--- src/rtl/gapser_pkg.sv ---
package gapser_pkg;

    localparam int BYTE_W = 8;
    localparam int BIT_W  = $clog2(BYTE_W);

    // Per-cycle receive events reported at the block outputs
    typedef struct packed {
        logic vld;
        logic sof;
        logic eof;
        logic perr;
    } rx_evt_t;

    // True on the sample where the line moves away from its rest level
    function automatic logic leaves_idle(logic prev, logic cur, logic idle);
        return (prev == idle) && (cur != idle);
    endfunction

endpackage

--- src/rtl/gapser_sync.sv ---
module gapser_sync #(
    parameter int             W       = 1,
    parameter logic [W-1:0]   RST_VAL = '0
) (
    input  logic         clk,
    input  logic         rst,
    input  logic [W-1:0] async_i,
    output logic [W-1:0] sync_o
);
    logic [W-1:0] stage1;

    always_ff @(posedge clk) begin
        if (rst) begin
            stage1 <= RST_VAL;
            sync_o <= RST_VAL;
        end else begin
            stage1 <= async_i;
            sync_o <= stage1;
        end
    end
endmodule

--- src/rtl/gapser_gap.sv ---
module gapser_gap #(
    parameter int   GAP_CYCLES = 1000,
    parameter logic IDLE_LEVEL = 1'b1
) (
    input  logic clk,
    input  logic rst,
    input  logic sclk_s,
    input  logic sclk_edge,
    output logic hit_o
);
    localparam int           CW     = $clog2(GAP_CYCLES + 1);
    localparam logic [CW-1:0] GAP_V = CW'(GAP_CYCLES);
    localparam logic [CW-1:0] GAP_M1 = CW'(GAP_CYCLES - 1);

    logic [CW-1:0] cnt;
    logic          resting;

    assign resting = !sclk_edge && (sclk_s == IDLE_LEVEL);
    assign hit_o   = resting && (cnt == GAP_M1);

    always_ff @(posedge clk) begin
        if (rst) begin
            cnt <= '0;
        end else if (!resting) begin
            cnt <= '0;
        end else if (cnt != GAP_V) begin
            cnt <= cnt + 1'b1;
        end
    end

    p_hit_single_r2: assert property (@(posedge clk) disable iff (rst)
        hit_o |=> !hit_o);

    p_cnt_bound_r8: assert property (@(posedge clk) disable iff (rst)
        cnt <= GAP_V);

    p_busy_clears_r10: assert property (@(posedge clk) disable iff (rst)
        (sclk_s != IDLE_LEVEL) |=> (cnt == '0));
endmodule

--- src/rtl/gapser_asm.sv ---
module gapser_asm
    import gapser_pkg::*;
(
    input  logic              clk,
    input  logic              rst,
    input  logic              start_ev,
    input  logic              end_ev,
    input  logic              sample_ev,
    input  logic              bit_i,
    output logic [BYTE_W-1:0] byte_o,
    output rx_evt_t           evt_o
);
    localparam logic [BIT_W-1:0] LAST_POS = BIT_W'(BYTE_W - 1);

    logic [BYTE_W-2:0] shreg;
    logic [BIT_W-1:0]  bitpos;
    logic              any_bits;
    logic              first;

    always_ff @(posedge clk) begin
        if (rst) begin
            shreg    <= '0;
            bitpos   <= '0;
            any_bits <= 1'b0;
            first    <= 1'b0;
            byte_o   <= '0;
            evt_o    <= '0;
        end else begin
            evt_o <= '0;
            if (end_ev && any_bits) begin
                evt_o.eof  <= 1'b1;
                evt_o.perr <= (bitpos != '0);
            end
            if (start_ev || end_ev) begin
                bitpos   <= '0;
                any_bits <= 1'b0;
                first    <= start_ev;
            end else if (sample_ev) begin
                shreg    <= {shreg[BYTE_W-3:0], bit_i};
                any_bits <= 1'b1;
                bitpos   <= bitpos + 1'b1;
                if (bitpos == LAST_POS) begin
                    byte_o    <= {shreg, bit_i};
                    evt_o.vld <= 1'b1;
                    evt_o.sof <= first;
                    first     <= 1'b0;
                end
            end
        end
    end

    p_sof_with_vld_r5: assert property (@(posedge clk) disable iff (rst)
        evt_o.sof |-> evt_o.vld);

    p_perr_with_eof_r6: assert property (@(posedge clk) disable iff (rst)
        evt_o.perr |-> evt_o.eof);

    p_eof_needs_bits_r7: assert property (@(posedge clk) disable iff (rst)
        (end_ev && !any_bits) |=> !evt_o.eof);
endmodule

--- src/rtl/gapser_rx.sv ---
module gapser_rx
    import gapser_pkg::*;
#(
    parameter int   CLK_HZ     = 200_000_000,
    parameter int   GAP_US     = 5000,
    parameter int   GAP_CYCLES = (CLK_HZ / 1_000_000) * GAP_US,
    parameter logic IDLE_LEVEL = 1'b1
) (
    input  logic              clk,
    input  logic              rst,
    input  logic              legacy_mode_i,
    input  logic              ser_clk_i,
    input  logic              ser_dat_i,
    input  logic              ser_sel_n_i,
    output logic [BYTE_W-1:0] byte_o,
    output logic              byte_vld_o,
    output logic              sof_o,
    output logic              eof_o,
    output logic              part_err_o
);
    localparam logic [2:0] SYNC_RST = {1'b1, 1'b0, IDLE_LEVEL};

    logic [2:0] sync_v;
    logic       sclk_s, dat_s, sel_s;
    logic       sclk_q, sel_q;
    logic       sclk_edge, leave_ev;
    logic       sel_fall, sel_rise;
    logic       gap_hit;
    logic       start_ev, end_ev, sample_ev;
    logic       framed;
    rx_evt_t    evt;

    gapser_sync #(.W(3), .RST_VAL(SYNC_RST)) u_sync (
        .clk     (clk),
        .rst     (rst),
        .async_i ({ser_sel_n_i, ser_dat_i, ser_clk_i}),
        .sync_o  (sync_v)
    );

    assign sclk_s = sync_v[0];
    assign dat_s  = sync_v[1];
    assign sel_s  = sync_v[2];

    always_ff @(posedge clk) begin
        if (rst) begin
            sclk_q <= IDLE_LEVEL;
            sel_q  <= 1'b1;
        end else begin
            sclk_q <= sclk_s;
            sel_q  <= sel_s;
        end
    end

    assign sclk_edge = sclk_s ^ sclk_q;
    assign leave_ev  = leaves_idle(sclk_q, sclk_s, IDLE_LEVEL);
    assign sel_fall  = sel_q && !sel_s;
    assign sel_rise  = !sel_q && sel_s;

    gapser_gap #(.GAP_CYCLES(GAP_CYCLES), .IDLE_LEVEL(IDLE_LEVEL)) u_gap (
        .clk       (clk),
        .rst       (rst),
        .sclk_s    (sclk_s),
        .sclk_edge (sclk_edge),
        .hit_o     (gap_hit)
    );

    assign start_ev  = legacy_mode_i ? sel_fall : gap_hit;
    assign end_ev    = legacy_mode_i ? sel_rise : gap_hit;
    assign sample_ev = leave_ev && framed;

    always_ff @(posedge clk) begin
        if (rst) begin
            framed <= 1'b0;
        end else if (start_ev) begin
            framed <= 1'b1;
        end else if (end_ev) begin
            framed <= 1'b0;
        end
    end

    gapser_asm u_asm (
        .clk       (clk),
        .rst       (rst),
        .start_ev  (start_ev),
        .end_ev    (end_ev),
        .sample_ev (sample_ev),
        .bit_i     (dat_s),
        .byte_o    (byte_o),
        .evt_o     (evt)
    );

    assign byte_vld_o = evt.vld;
    assign sof_o      = evt.sof;
    assign eof_o      = evt.eof;
    assign part_err_o = evt.perr;

    p_vld_framed_r1: assert property (@(posedge clk) disable iff (rst)
        byte_vld_o |-> $past(framed));

    p_legacy_eof_r9: assert property (@(posedge clk) disable iff (rst)
        (legacy_mode_i && $past(legacy_mode_i) && eof_o) |-> $past(sel_rise));
endmodule

--- config.mk ---
export PLATFORM = sky130hd
export DESIGN_NAME = gapser_rx
export DESIGN_NICKNAME = d
export VERILOG_FILES = /design/src/rtl/gapser_pkg.sv /design/src/rtl/gapser_sync.sv /design/src/rtl/gapser_gap.sv /design/src/rtl/gapser_asm.sv /design/src/rtl/gapser_rx.sv
export SDC_FILE = /design/constraint.sdc
export NUM_CORES = 1
export LEC_CHECK = 0
export ABC_AREA = 1
export ABC_CLOCK_PERIOD_IN_PS = 2100
export BUFFER_PORTS_ARGS = -buffer_cell sky130_fd_sc_hd__buf_4
export CAP_MARGIN = 10
export CORE_MARGIN = 2
export CORE_UTILIZATION = 30
export CTS_BUF_LIST = sky130_fd_sc_hd__clkbuf_8 sky130_fd_sc_hd__clkbuf_16
export DETAILED_ROUTE_END_ITERATION = 8
export PLACE_DENSITY = 0.53
export SLEW_MARGIN = 10
export SYNTH_ARGS = -nofsm -noshare
export SYNTH_HDL_FRONTEND = slang
export SYNTH_SLANG_ARGS = --single-unit
--- constraint.sdc ---
create_clock -name clk -period 2.1 [get_ports clk]
set_input_delay 0.42 -clock clk [delete_from_list [all_inputs] [get_ports clk]]
set_output_delay 0.42 -clock clk [all_outputs]
set_load 0.1 [all_outputs]
# After elaboration in Yosys (flattened, before gate mapping)
# Cells that the tools add are included.
# Widths: inputs -> output; s select.
[word_totals]
input_bits = 6
ff_bits = 53
elab_cells = 59
[op_classes]
bitwise_logic = 7
n_reduce_logical = 23
add_sub_neg = 2
n_eq_ne = 3
n_mux = 9
[ops]
columns = ["operator", "count"]
rows = [
  ["$add 20x1->20 const B", 1],
  ["$eq 20x20->1 const B", 1],
  ["$ne 20x20->1 const B", 1],
  ["$logic_and 1x1->1", 7],
  ["$mux 1", 7],
  ["$not 1->1", 6],
  ["$reduce_bool 2->1", 3],
  ["$reduce_or 2->1", 3],
  ["$mux 2", 2],
  ["$reduce_and 2->1", 2],
  ["$reduce_or 4->1", 1],
  ["$add 3x1->3 const B", 1],
  ["$eq 3x3->1 const B", 1],
  ["$logic_not 1->1", 3],
  ["$reduce_and 3->1", 1],
  ["$reduce_bool 3->1", 1],
  ["$reduce_or 3->1", 1],
  ["$logic_or 1x1->1", 1],
  ["$xor 1x1->1", 1],
]

# Longest topological paths before layout
[depth]
depth_word = 8
ltp_mapped = 10
ltp_nobuf = 10

# By module
# Synthesis repeated with hierarchy kept, for this count alone.
[unflattened]
cells_unflattened = 361
hier_area_um2 = 2497.4
[modules_own_cells]
columns = ["mod", "instances", "cells_each", "area_each_um2"]
rows = [
  ["gapser_gap", 1, 179, 1156.1],
  ["gapser_asm", 1, 141, 1022.2],
  ["gapser_sync", 1, 19, 168.9],
  ["gapser_rx", 1, 22, 150.1],
]

# Worst setup path before layout
# Ideal clock, no wire load.
[synth_timing]
path_kind = "register to register"
from = "register u_gap.cnt[0]"
to = "register u_asm.shreg[0]"
path_buffers = 0
synth_period_minus_slack_ns = 1.435
stages_incl_launch_ff = 11
arrival_ns = 1.326
setup_time_ns = 0.109
setup_slack_ns = 0.665
cell_sequence = "dfxtp_1 ha_1 nand2_1 inv_1 nand2_1 nor2_1 nand3_2 nand4_2 nand2_1 clkinv_1 nor2_2"
[synth_via]
elab_chain_cells = 6
word_cells_on_any_way = 7
cone_classes = "eq/ne: 1; mux: 2; bitwise: 1; reduce/logical: 3"
[synth_lines]
columns = ["item", "line_no", "text"]
rows = [
  ["start: declaration", "gapser_gap.sv:15", "logic [CW-1:0] cnt;"],
  ["start signal: assignment", "gapser_gap.sv:27", "cnt <= cnt + 1'b1;"],
  ["$eq 20x20->1 (*)", "gapser_gap.sv:19", "assign hit_o = resting && (cnt == GAP_M1);"],
  ["$logic_and 1x1->1 (*)", "gapser_gap.sv:19", ""],
  ["$mux 1 (on tied branches)", "gapser_rx.sv:67, gapser_rx.sv:68", ""],
  ["$logic_or 1x1->1 (*)", "gapser_asm.sv:34", "if (start_ev || end_ev) begin"],
  ["$not 1->1 (no source line) (*)", "--", ""],
  ["$reduce_and 2->1 (no source line) (*)", "--", ""],
  ["end signal: assignment", "gapser_asm.sv:39", "shreg <= {shreg[BYTE_W-3:0], bit_i};"],
  ["end: declaration", "gapser_asm.sv:15", "logic [BYTE_W-2:0] shreg;"],
]
# Mark *: on every way between the ends. The rest lies on a longest branch, timed or not.
# A chain may end at the register's enable or synchronous reset.

# Worst setup path in the final report
[layout_timing]
from = "register u_gap.cnt[1]"
to = "register u_asm.shreg[5]"
# The elaborated chain is that of the path after synthesis.

==> metrics.cfg <==
[logic_synthesis]
synth.avg_cell_area_sq_um = 7.128
yosysSeqAreaShare = 0.4135
synth.distinct_cells = 30
syn_inst = 360
synth_fa_ha_area_frac = 0.02438
synth_top_area_cell = dfxtp_1
synth_area_leaders = dfxtp_1 41%, nand2_1 12%, inv_1 9.1%
yosys_warnings = 0
synth_xor_area_frac = 0.003413
synth_compound_area_frac = 0.06143
synth-simple-area-share = 0.3706
syn-num-nets = 371
synth.ff_latch_count = 53
synth_top_area_frac = 0.4135
synth_top_family_by_area = simple AND/OR/NAND/NOR gates
synth_mux_area_frac = 0
syn-cell-area_sq_um = 2566

[flow_run]
maxCapViolCount = 0

[routing]
wl_per_cell_microns = 10.34
drt_iter0_markers = 53
firstDrtPassIters = 4
via_per_inst = 4.419
vias = 2139
remaining_drc_errors = 0
postRouteAntennaNets = 0
wl_microns = 5006

[sta]
report.final.slew_viol_count = 0
final-hold-violation-count = 0
tightest_slew_ps = 595.3
rsz0062_at_grt = no
finalCriticalPeriod_ps = 1724
slew-limit-headroom = 0.6027
setup_viol = 0
fmax_mhz = 580.2
fin_crit_sh = 0.8208
setup_tns_ps = 0
fin_worst_skew_ps = 6.409
whs_ps = 295.7

[placed_design]
placed_cells = 477
port_buffers = 17
place.gp.congestion = 0.8114
hpwlAfterDp_microns = 3703

[worst_setup_path]
crit_slowest_cell = dfxtp_1
critPathCaptureType = flip-flop
critPathTopFamily = simple AND/OR/NAND/NOR gates
crit_chain = ha_1 -> nand2_1 -> inv_1 -> nand2_1 -> nor2_1 -> nand3_2 -> nand4_2 -> nand2_1 -> clkinv_1 -> nor2_2
crit_required_ps = 2310
crit_path_start_kind = flip-flop
crit_top_cell = nand2_1
setup.worst_path.class = flip-flop to flip-flop
critPathMaxStageDelay_ps = 420
path_max_fanout = 7
worstPathArrival_ps = 1930
reg2reg_setup_slack_ps = 380
worst-path-buf-inv = 2

[die]
num_rows = 33
die_h_microns = 96.49
die_width_microns = 96.49
initial_utilization = 0.3108
core_area_sq_um = 8258
io_pins = 18
die_area_sq_um = 9310

[clock_network]
clock_path_buffers = 2
cts_root_buffer = clkbuf_8
clk_latency_ps = 300
ctsResizeCount = 0
holdBufCountCts = 0
cts.sinks = 53
h-tree-depth = 2
cts_setup_buffers = 0
cts_inserted_buffers = 5
path_clk_slew_ps = 90
cts_tree = done

[global_route]
overflow = 0
antenna_found_initial = 0
gr-usage-all-layers = 0.1191
grt_pass1_wl_microns = 8769
grt_max_degree = 19
grt_pass1_vias = 2023

[final_layout]
fin_nets = 390
fin_util = 0.3521
final_common_cell = nand2_1
antenna_cells = 0
drive_gt1_frac = 0.1662
syn2layout_area_growth_pct = 13.31
stdcell_count = 484
final_cell_mix = 83 x nand2_1, 62 x inv_1, 53 x dfxtp_1

[power]
combPwrFrac = 0.046
total_power_mw = 1.785
ir_worst_vdd_uv = 232.2
power.internal_mw = 1.394
pwr-share-seq = 0.576
powerDensity_nw_per_um2 = 613.8
p_sw_mw = 0.3908
switching_share = 0.2189
leakage_nw = 1.182
clock_power_share = 0.378

[status]
outcome = finished, final reports clean

[worst_hold_path]
hp-class = primary input to flip-flop

kinds of logic (layout without fill, tap and decap cells):
kind of cell	Yosys count	count (layout)
compound gates	31	31
flops	53	53
fa+ha+maj	5	5
simple gates	187	187
buf+inv	83	102
xor+xnor	1	1
sequential cells by signal, indices dropped and copies added, names as in the netlist:
register and flops:
u_gap.cnt 20, u_asm.byte_o 8, u_asm.shreg 7, u_asm.evt_o 4
u_asm.bitpos 3, u_sync.stage1 3, u_sync.sync_o 3, framed 1
sclk_q 1, sel_q 1, u_asm.any_bits 1, u_asm.first 1
power groups by stage:
stage               clock [mW]  combinational, mW  sequential (mW)
finish                   0.675             0.0825             1.03
global placement             0             0.0834             1.05
floorplan                    0             0.0602             1.05
CTS                      0.709             0.0838             1.03
global route             0.736             0.0945             1.03
detailed placement           0             0.0837             1.05
layer usage:
| layer | global-route usage | share of wire | vias to the layer above |
|---|---|---|---|
| met5 | 0 | 0 | - |
| met4 | 0.04108 | 0.012 | 0 |
| met3 | 0.02715 | 0.034 | 7 |
| met2 | 0.1892 | 0.45 | 29 |
| met1 | 0.1590 | 0.51 | 956 |
| li1 | - | - | 1147 |
path summary, 6_finish.rpt:
path | from | endpoint | depth (start not counted)
worst max-delay path | u_gap.cnt[1]$_SDFFE_PP0P_ | u_asm.shreg[5]$_SDFFE_PP0P_ | 10
worst min-delay path | ser_clk_i | u_sync.stage1[0]$_SDFF_PP1_ | 2
worst max register to register | u_gap.cnt[1]$_SDFFE_PP0P_ | u_asm.shreg[5]$_SDFFE_PP0P_ | 10
worst min register to register | u_sync.stage1[1]$_SDFF_PP0_ | u_sync.sync_o[1]$_SDFF_PP0_ | 2
layout make-up:
type	count	area, sq um
fillers	906	5350
well taps	105	131.4
clock inverters	2	35.03
clock buffers	5	68.82
inverters	75	281.5
flip-flops and latches	53	1061
repair buffers	20	150.1
multi-input cells	224	1180
per-stage QoR:
step	instance area (sq um)	setup WS, ps
detailed placement	2804	396.9
finish	2908	376.4
floorplan	2566	665.4
global route	2908	182.7
global placement	2804	435.6
CTS	2908	387.1
cells in the mapped netlist (all sizes together):
cell and instances:
dfxtp 53, nand3 18, xor2 1, a21oi 21, buf 7, nand4 20
nor3b 1, clkinv 11, nor3 8, inv 64, ha 5, o31ai 1
nand2 84, o21ai 9, clkbuf 1, nand3b 2, or2 5, nor2 49
Power figures use the tool's default switching activity.
